===== src/rtl/swz_pkg.sv =====
package swz_pkg;

  typedef enum logic [2:0] {
    SWZ_NONE     = 3'd0,
    SWZ_9        = 3'd1,
    SWZ_9_10     = 3'd2,
    SWZ_9_11     = 3'd3,
    SWZ_9_10_11  = 3'd4,
    SWZ_9_17     = 3'd5,
    SWZ_9_10_17  = 3'd6,
    SWZ_UNKNOWN  = 3'd7
  } swz_mode_e;

  typedef enum logic [1:0] {
    TILE_LIN = 2'd0,
    TILE_X   = 2'd1,
    TILE_Y   = 2'd2,
    TILE_RSV = 2'd3
  } tile_e;

  typedef enum logic [1:0] {
    ORG_SINGLE = 2'd0,
    ORG_ASYM   = 2'd1,
    ORG_INTLV  = 2'd2,
    ORG_RSV    = 2'd3
  } chan_org_e;

  // Software-facing view: the bit-17 term is handled elsewhere, so hide it.
  function automatic swz_mode_e user_view(input swz_mode_e m);
    case (m)
      SWZ_9_17:    return SWZ_9;
      SWZ_9_10_17: return SWZ_9_10;
      default:     return m;
    endcase
  endfunction

endpackage


===== src/rtl/swz_mode_decode.sv =====
module swz_mode_decode
  import swz_pkg::*;
#(
  parameter int SW = 8
) (
  input  logic [1:0]    org,
  input  logic          xor_off,
  input  logic          xor_hi17,
  input  logic          read_fail,
  input  logic          use_size,
  input  logic [SW-1:0] size_ch0,
  input  logic [SW-1:0] size_ch1,
  output swz_mode_e     x_mode,
  output swz_mode_e     y_mode
);

  always_comb begin
    x_mode = SWZ_NONE;
    y_mode = SWZ_NONE;
    if (read_fail) begin
      x_mode = SWZ_UNKNOWN;
      y_mode = SWZ_UNKNOWN;
    end else if (use_size) begin
      if (size_ch0 == size_ch1) begin
        x_mode = SWZ_9_10;
        y_mode = SWZ_9;
      end
    end else if (org == ORG_INTLV) begin
      if (xor_off) begin
        x_mode = SWZ_9_10;
        y_mode = SWZ_9;
      end else if (xor_hi17) begin
        x_mode = SWZ_9_10_17;
        y_mode = SWZ_9_17;
      end else begin
        x_mode = SWZ_9_10_11;
        y_mode = SWZ_9_11;
      end
    end
  end

endmodule


===== src/rtl/swz_bit6_remap.sv =====
module swz_bit6_remap
  import swz_pkg::*;
#(
  parameter int AW = 32
) (
  input  logic [AW-1:0] addr_i,
  input  swz_mode_e     mode_i,
  output logic [AW-1:0] addr_o
);

  logic use9, use10, use11, use17;
  logic bit17;
  logic flip;

  generate
    if (AW > 17) begin : g_hi
      assign bit17 = addr_i[17];
    end else begin : g_lo
      assign bit17 = 1'b0;
    end
  endgenerate

  always_comb begin
    use9  = 1'b0;
    use10 = 1'b0;
    use11 = 1'b0;
    use17 = 1'b0;
    case (mode_i)
      SWZ_9:       use9 = 1'b1;
      SWZ_9_10:    begin use9 = 1'b1; use10 = 1'b1; end
      SWZ_9_11:    begin use9 = 1'b1; use11 = 1'b1; end
      SWZ_9_10_11: begin use9 = 1'b1; use10 = 1'b1; use11 = 1'b1; end
      SWZ_9_17:    begin use9 = 1'b1; use17 = 1'b1; end
      SWZ_9_10_17: begin use9 = 1'b1; use10 = 1'b1; use17 = 1'b1; end
      default:     ;
    endcase
    flip = (use9 & addr_i[9]) ^ (use10 & addr_i[10]) ^
           (use11 & addr_i[11]) ^ (use17 & bit17);
    addr_o    = addr_i;
    addr_o[6] = addr_i[6] ^ flip;
  end

endmodule


===== src/rtl/swz_out_slice.sv =====
module swz_out_slice #(
  parameter int W = 8
) (
  input  logic         clk,
  input  logic         rst_n,
  input  logic         in_valid,
  output logic         in_ready,
  input  logic [W-1:0] in_data,
  output logic         out_valid,
  input  logic         out_ready,
  output logic [W-1:0] out_data
);

  assign in_ready = !out_valid || out_ready;

  always_ff @(posedge clk) begin
    if (!rst_n) begin
      out_valid <= 1'b0;
      out_data  <= '0;
    end else if (in_ready) begin
      out_valid <= in_valid;
      if (in_valid) out_data <= in_data;
    end
  end

  // a stalled result is held
  p_hold_r9: assert property (@(posedge clk) disable iff (!rst_n)
    (out_valid && !out_ready) |=> (out_valid && $stable(out_data)));

  // accepted request shows up next cycle
  p_fill_r9: assert property (@(posedge clk) disable iff (!rst_n)
    (in_valid && in_ready) |=> out_valid);

  // no acceptance while stalled
  p_backpr_r9: assert property (@(posedge clk) disable iff (!rst_n)
    (out_valid && !out_ready) |-> !in_ready);

endmodule


===== src/rtl/chan_swizzle_xlat.sv =====
module chan_swizzle_xlat
  import swz_pkg::*;
#(
  parameter int AW = 32,
  parameter int SW = 8
) (
  input  logic          clk,
  input  logic          rst_n,
  input  logic [1:0]    cfg_org,
  input  logic          cfg_xor_off,
  input  logic          cfg_xor_hi17,
  input  logic          cfg_read_fail,
  input  logic          cfg_use_size,
  input  logic [SW-1:0] cfg_size_ch0,
  input  logic [SW-1:0] cfg_size_ch1,
  input  logic          in_valid,
  output logic          in_ready,
  input  logic [AW-1:0] in_addr,
  input  logic [1:0]    in_tile,
  output logic          out_valid,
  input  logic          out_ready,
  output logic [AW-1:0] out_addr,
  output logic [1:0]    out_tile,
  output logic [2:0]    out_mode,
  output logic [2:0]    out_user_mode
);

  localparam int PW = AW + 2 + 3 + 3;

  swz_mode_e     x_mode, y_mode, sel_mode, eff_mode;
  tile_e         eff_tile;
  logic          tiled;
  logic [AW-1:0] new_addr;
  logic [PW-1:0] pay_in, pay_out;

  swz_mode_decode #(.SW(SW)) u_decode (
    .org      (cfg_org),
    .xor_off  (cfg_xor_off),
    .xor_hi17 (cfg_xor_hi17),
    .read_fail(cfg_read_fail),
    .use_size (cfg_use_size),
    .size_ch0 (cfg_size_ch0),
    .size_ch1 (cfg_size_ch1),
    .x_mode   (x_mode),
    .y_mode   (y_mode)
  );

  always_comb begin
    tiled    = (in_tile == TILE_X) || (in_tile == TILE_Y);
    sel_mode = (in_tile == TILE_X) ? x_mode : y_mode;
    if (!tiled || sel_mode == SWZ_UNKNOWN) begin
      eff_mode = SWZ_NONE;
      eff_tile = TILE_LIN;
    end else begin
      eff_mode = sel_mode;
      eff_tile = tile_e'(in_tile);
    end
  end

  swz_bit6_remap #(.AW(AW)) u_remap (
    .addr_i(in_addr),
    .mode_i(eff_mode),
    .addr_o(new_addr)
  );

  assign pay_in = {new_addr, eff_tile, eff_mode, user_view(eff_mode)};

  swz_out_slice #(.W(PW)) u_slice (
    .clk      (clk),
    .rst_n    (rst_n),
    .in_valid (in_valid),
    .in_ready (in_ready),
    .in_data  (pay_in),
    .out_valid(out_valid),
    .out_ready(out_ready),
    .out_data (pay_out)
  );

  assign {out_addr, out_tile, out_mode, out_user_mode} = pay_out;

  // a failed configuration read never leaves a tiled or swizzled result
  p_fallback_r6: assert property (@(posedge clk) disable iff (!rst_n)
    (in_valid && in_ready && cfg_read_fail) |=>
      (out_tile == 2'd0 && out_mode == 3'd0 && out_addr == $past(in_addr)));

  // the unknown code never escapes
  p_no_unknown_r6: assert property (@(posedge clk) disable iff (!rst_n)
    out_valid |-> (out_mode != 3'd7));

  // user view has no bit-17 codes
  p_user_hide_r7: assert property (@(posedge clk) disable iff (!rst_n)
    out_valid |-> (out_user_mode != 3'd5 && out_user_mode != 3'd6));

  // linear and reserved tiling pass through untouched
  p_passthru_r1: assert property (@(posedge clk) disable iff (!rst_n)
    (in_valid && in_ready && (in_tile == 2'd0 || in_tile == 2'd3)) |=>
      (out_addr == $past(in_addr) && out_tile == 2'd0));

  // only bit 6 may change
  p_bit6_only_r12: assert property (@(posedge clk) disable iff (!rst_n)
    (in_valid && in_ready) |=>
      (((out_addr ^ $past(in_addr)) & ~(AW'(1) << 6)) == '0));

endmodule


===== config.mk =====
export PLATFORM = sky130hd
export DESIGN_NAME = chan_swizzle_xlat
export DESIGN_NICKNAME = d
export VERILOG_FILES = /design/src/rtl/swz_pkg.sv /design/src/rtl/swz_mode_decode.sv /design/src/rtl/swz_bit6_remap.sv /design/src/rtl/swz_out_slice.sv /design/src/rtl/chan_swizzle_xlat.sv
export SDC_FILE = /design/constraint.sdc
export NUM_CORES = 1
export LEC_CHECK = 0
export BUFFER_PORTS_ARGS = -buffer_cell sky130_fd_sc_hd__buf_2
export CAP_MARGIN = 25
export CORE_MARGIN = 5
export CORE_UTILIZATION = 43
export DETAILED_ROUTE_END_ITERATION = 12
export PLACE_DENSITY = 0.87
export SYNTH_ARGS = -nofsm -noshare
export SYNTH_HDL_FRONTEND = slang
export SYNTH_SLANG_ARGS = --single-unit

===== constraint.sdc =====
create_clock -name clk -period 1.8 [get_ports clk]
set_input_delay 0 -clock clk [delete_from_list [all_inputs] [get_ports clk]]
set_output_delay 0 -clock clk [all_outputs]
set_load 0.01 [all_outputs]

======== After elaboration in Yosys (flattened, before gate mapping) ========
Index checks and enable logic that the tools add are counted.
word-level totals
  output and inout bits ................... 42
  bits of input ports ..................... 60
  flip-flop bits (word level) ............. 41
cells by class
  equality and inequality tests ........... 11
  reductions and logical operators ........ 10
  bitwise gates (word level) .............. 8
  multiplexer cells ....................... 20
operators with widths
  cell                                                                   number
  3-bit two-way mux                                                      11
  3-bit equality test, second input constant                             4
  8-bit equality test                                                    1
  3-bit by 2-bit equality test with 1-bit output, second input constant  2
  2-bit two-way mux                                                      3
  3-bit one-hot mux with 2 select lines                                  1
  6-bit OR reduction                                                     1
  1-bit two-way mux                                                      5
  1-bit bitwise AND                                                      4
  2-bit equality test, second input constant                             2
  2-bit OR reduction                                                     2
  1-bit bitwise XOR                                                      4
  3-bit by 1-bit equality test with 1-bit output, second input constant  1
  1-bit logical OR                                                       3
  3-bit OR reduction                                                     1
  2-bit by 1-bit equality test with 1-bit output, second input constant  1
  1-bit zero test                                                        2
  2-bit AND reduction                                                    1

======== Longest topological paths before layout ========
  depth after elaboration ................. 17
  gate-level depth with buffers ........... 9
  gate-level depth less buffers ........... 8

======== Cells and area by module ========
Synthesis repeated with hierarchy kept, for this count alone.
unflattened totals
  cells, all modules ...................... 276
  area, all modules ....................... 2373.5 um^2
by module, submodules not included
  module             area an instance (um^2)  times used  cells an instance
  swz_out_slice      1682.9                   1           179
  swz_bit6_remap     356.6                    1           49
  chan_swizzle_xlat  176.4                    1           26
  swz_mode_decode    157.7                    1           22

======== Worst setup path after synthesis ========
No wires, ideal clock.
  path type ............................... reg2reg
  start point ............................. register u_slice.out_valid
  end point ............................... register u_slice.out_data[10]
  library setup time ...................... 76 ps
  data required time ...................... 1724 ps
  stages on the path, launching flop included .. 6
  setup slack ............................. 510 ps
  clock period less this slack ............ 1290 ps
  path buffers ............................ 1
  arrival ................................. 1214 ps
  cells stage by stage .................... dfxtp_1 > nand2b_1 > nand2_1 > clkbuf_1 > nand2_1 > a21boi_0
on the way
  cells in the longest elaborated chain, start to end .. 3
RTL lines
  what                                  line                     source
  start: declaration                    swz_out_slice.sv:9       output logic out_valid,
  start signal: assignment              swz_out_slice.sv:21      out_valid <= in_valid;
  1-bit zero test                       swz_out_slice.sv:14      assign in_ready = !out_valid || out_ready;
  1-bit logical OR                      swz_out_slice.sv:14
  named net in_ready                    chan_swizzle_xlat.sv:17  output logic in_ready,
  2-bit AND reduction (no source line)  n/a
  end signal: assignment                swz_out_slice.sv:22      if (in_valid) out_data <= in_data;
  end: declaration                      swz_out_slice.sv:11      output logic [W-1:0] out_data
The timed path passes the listed nets, and every way through them passes these cells.
A chain may end at the register's enable or synchronous reset.

======== Final worst setup path ========
  start point ............................. input port in_tile[1]
  end point ............................... register u_slice.out_data[14]
on the way
  cells in the longest elaborated chain, start to end .. 13
RTL lines
  what                                                                                   line                                              source
  start: declaration                                                                     chan_swizzle_xlat.sv:19                           input logic [1:0] in_tile,
  2-bit by 1-bit equality test with 1-bit output or 2-bit equality test (tied branches)  chan_swizzle_xlat.sv:49, chan_swizzle_xlat.sv:50
  3-bit two-way mux or 1-bit logical OR (tied branches)                                  chan_swizzle_xlat.sv:50, chan_swizzle_xlat.sv:49
  3-bit equality test or 1-bit zero test (tied branches)                                 chan_swizzle_xlat.sv:51                           if (!tiled || sel_mode == SWZ_UNKNOWN) begin
  1-bit logical OR                                                                       chan_swizzle_xlat.sv:51
  3-bit two-way mux *                                                                    chan_swizzle_xlat.sv:51
  3-bit by 1-bit equality test with 1-bit output, or another cell as far along           swz_bit6_remap.sv:28                              case (mode_i)
  6-bit OR reduction (no source line) or 3-bit OR reduction (tied branches)              n/a
  1-bit two-way mux                                                                      swz_bit6_remap.sv:28
  1-bit bitwise AND                                                                      swz_bit6_remap.sv:37                              flip = (use9 & addr_i[9]) ^ (use10 & addr_i[10]) ^
  1-bit bitwise XOR (2 in a row)                                                         swz_bit6_remap.sv:37
  1-bit bitwise XOR *                                                                    swz_bit6_remap.sv:38                              (use11 & addr_i[11]) ^ (use17 & bit17);
  1-bit bitwise XOR *                                                                    swz_bit6_remap.sv:40                              addr_o[6] = addr_i[6] ^ flip;
Every way passes the cells marked *; elsewhere a longest branch is shown, timed or not.

==> summary.md <==
| Metric | Value |
|---|---|
| Setup crit start kind | input pin |
| Input/output buffers | roughly 100 |
| Final Skew | 0.00566 ns |
| Crit-path cells | dlygate4sd3_1, buf_2, inv_1, ha_4, nor4b_1, a32oi_1, o2bb2ai_2, xnor2_1, xnor2_1, a21oi_1 |
| CP max FO | 3 |
| Die Wd | around 74 µm |
| Fin crit period | 1.66 ns |
| Highest cell delay on the worst timing path | 0.53 ns |
| Worst reg2reg endpoint | u_slice.out_data[15] |
| Relative slew slack | 0.628 |
| CP required | between 1.5 and 2 ns |
| Final Max Slew Viols | 0 |
| Cells after Synth | 210 |
| Initial core utilization | 0.438 |
| Hold path start | in_addr[9] |
| First-pass GRT wire length | about 8000 µm |
| GR Util All Layers | 0.190 |
| Hold crit path type | input pin to flip-flop |
| # IOs | 102 |
| Detail Route Antenna Nets | 0 |
| Site row count | 23 |
| Reg-to-Reg Start | u_slice.out_valid |
| Num CTS Buffers | 5 |
| Syn Area/Cell | 8.28 µm² |
| CORE AREA | 3970 µm² |
| Clock Sinks | 39 |
| First drt pass iteration count | 4 |
| Crit path launch | in_tile[1] |
| Min-Delay Endpoint | u_slice.out_data[17] |
| Initial antenna violation count | 0 |
| Cell variety after synth | 30 |
| P_leak | 1.25 nW |
| Post-route DRC | 0 |
| Period utilization | 0.925 |
| Number of cells on the worst reg-to-reg path | 5 |
| Clock buffer depth | 2 |
| Die Y | between 70 and 80 µm |
| Starting DRC count in detailed routing | 51 |
| Slew at the pin closest to its max-slew limit | 0.558 ns |
| Reg2Reg Setup Slack | 0.47 ns |
| Syn Nets | 271 |
| Die area | 5420 µm² |
| Final Hold Fails | 0 |
| Commonest non-fill, non-tap cell in the layout | buf_2 |
| Vias in the first global route | 1,808 |
| Dpl hpwl | between 3000 and 4000 µm |
| Sequential fraction of the synthesis area | 0.449 |
| GP Congestion | 0.855 |
| Final WL | around 5000 µm |
| Hold path depth | 3 |
| Final core occ | 0.681 |
| Crit. End Element | flip-flop |
| PwrDens | 686 nW/µm² |
| Max Cap Viol | 0 |
| Top cells by area, synth | dfxtp_1 (45%), a21boi_0 (16%), nand2_1 (16%), xnor2_1 (4.5%), buf_2 (1.7%) |
| Yosys warning count | 0 |
| CP most frequent cell | xnor2_1 |
| Clock-pin slew of the registers on the worst-case setup and hold paths | 0.07 ns |
| Via density | 4.68 |
| Synth top area share | 0.449 |
| Commonest cells after routing, fill and taps aside | buf_2 (101), nand2_1 (72), dfxtp_1 (39) |
| #FFs+latches synth | 39 |
| H-tree Lvls | 2 |
| Peak supply drop | 388 µV |
| Clk_lat worst skew | 0.28 ns |
| Setup TNS | 0 ns |
| Vias | around 1.8k |
| Synthesized area | 1740 µm² |
| Fin nets | 403 |
| Final setup vio count | 0 |
| Synth-to-Final Area Change | 55.4% |
| Share of cells above drive strength 1 | 0.338 |
| CTS tree | done |
| CP arrival | approximately 1.8 ns |
| Pin count of the biggest net entering global routing | 40 |
| CP max-delay cell | dlygate4sd3_1 |
| WL per Instance | 12.7 µm |
| RSZ-0062 raised after global routing | false |
| Status | finished clean |
| Overflow after GRT | 0 |
| Clock root cell | clkbuf_8 |
| Achievable Freq | ~600 MHz |
| Yosys top cell by area | dfxtp_1 |
| Crit Path Category | input pin to flip-flop |
-- through the flow --
stage               cells  setup WS [ns]  power [mW]  hold WS [ns]  cell area, µm²
floorplan             210          0.510        1.11         0.139            1740
global placement      352          0.339        1.25         0.251            2270
detailed placement    352          0.280        1.26         0.261            2270
CTS                   393         0.0405        1.87       0.00771            2680
global route          393        0.00409        1.96        0.0359            2700
finish                394          0.136        1.85        0.0155            2700
-- registers in the layout (all words and copies together) (netlist names) --
register           flops
u_slice.out_valid      1
u_slice.out_data      38
-- worst max-delay path by stage --
stage,end,slack [ns],cells past startpoint
after detailed placement,u_slice.out_data[14],0.28,8
after CTS,u_slice.out_data[14],0.04,9
after global placement,u_slice.out_data[14],0.34,8
after global routing,u_slice.out_data[14],0.004,10
after floorplan,u_slice.out_data[10],0.51,5
final,u_slice.out_data[14],0.14,10
-- kinds of logic (layout without fill, tap and decap cells) --
family	Yosys count	count (layout)	share of synthesized area
flops	39	39	0.449
simple gates	91	91	0.227
xor+xnor	11	11	0.0554
compound gates	52	52	0.214
fa+ha+maj	1	1	0.00719
other cells	0	1	0
buf+inv	16	149	0.0475
-- Yosys cell counts --
cell type and count:
xor2_1 2, ha_1 1, nor4b_1 1, nand3_1 3
nor2b_1 1, clkbuf_1 5, o21bai_1 1, a21boi_0 37
o2bb2ai_1 1, nand3b_1 1, a21oi_1 2, o21ai_0 6
nand2b_1 3, nor3b_2 1, o21a_1 1, buf_6 1
o211ai_1 2, xnor2_1 9, buf_2 6, nand4_1 1
nand2_1 72, buf_4 2, nor4_2 1, inv_1 2
and2_1 3, nor2_1 2, o31ai_1 1, nor3_1 2
dfxtp_1 39, a32oi_1 1
-- layer usage --
metal  up-vias  part of all wire  track usage
met5         -                 0            0
met4         0             0.020       0.0684
met3        11             0.080       0.0534
met2        71              0.52        0.360
met1       803              0.38        0.195
li1        958                 -            -
-- final cells by class --
class                           count  area (µm²)
Sequential cell                    39         781
Clock buffer                        7        76.3
Antenna cell                        1        2.50
Fill cell                         340        1270
Multi-Input combinational cell    155         895
Clock inverter                      1        5.00
Timing Repair Buffer              139         873
Tap cell                           50        62.6
Inverter                            2        7.51
-- worst max-delay path: cells and delay by family --
kind	cells	cell delay, ns
fa+ha+maj	1	0.20
buf+inv	3	0.74
compound gates	3	0.34
xor+xnor	2	0.28
simple gates	1	0.28
-- repair_timing --
| action | 4_1_cts | 5_1_grt |
|---|---|---|
| gates resized for setup | 0 | 3 |
| endpoints found under the hold margin | 33 | 0 |
| setup buffers | 0 | 0 |
| setup endpoints to repair | 0 | 1 |
| hold buffers | 33 | 0 |
-- report_power, final --
part | switching (mW) | internal [mW] | total, mW
Clock | 0.279 | 0.272 | 0.551
Combinational | 0.176 | 0.196 | 0.372
Sequential | 0.0209 | 0.909 | 0.930
Total | 0.477 | 1.38 | 1.85
Power figures use the tool's default switching activity.
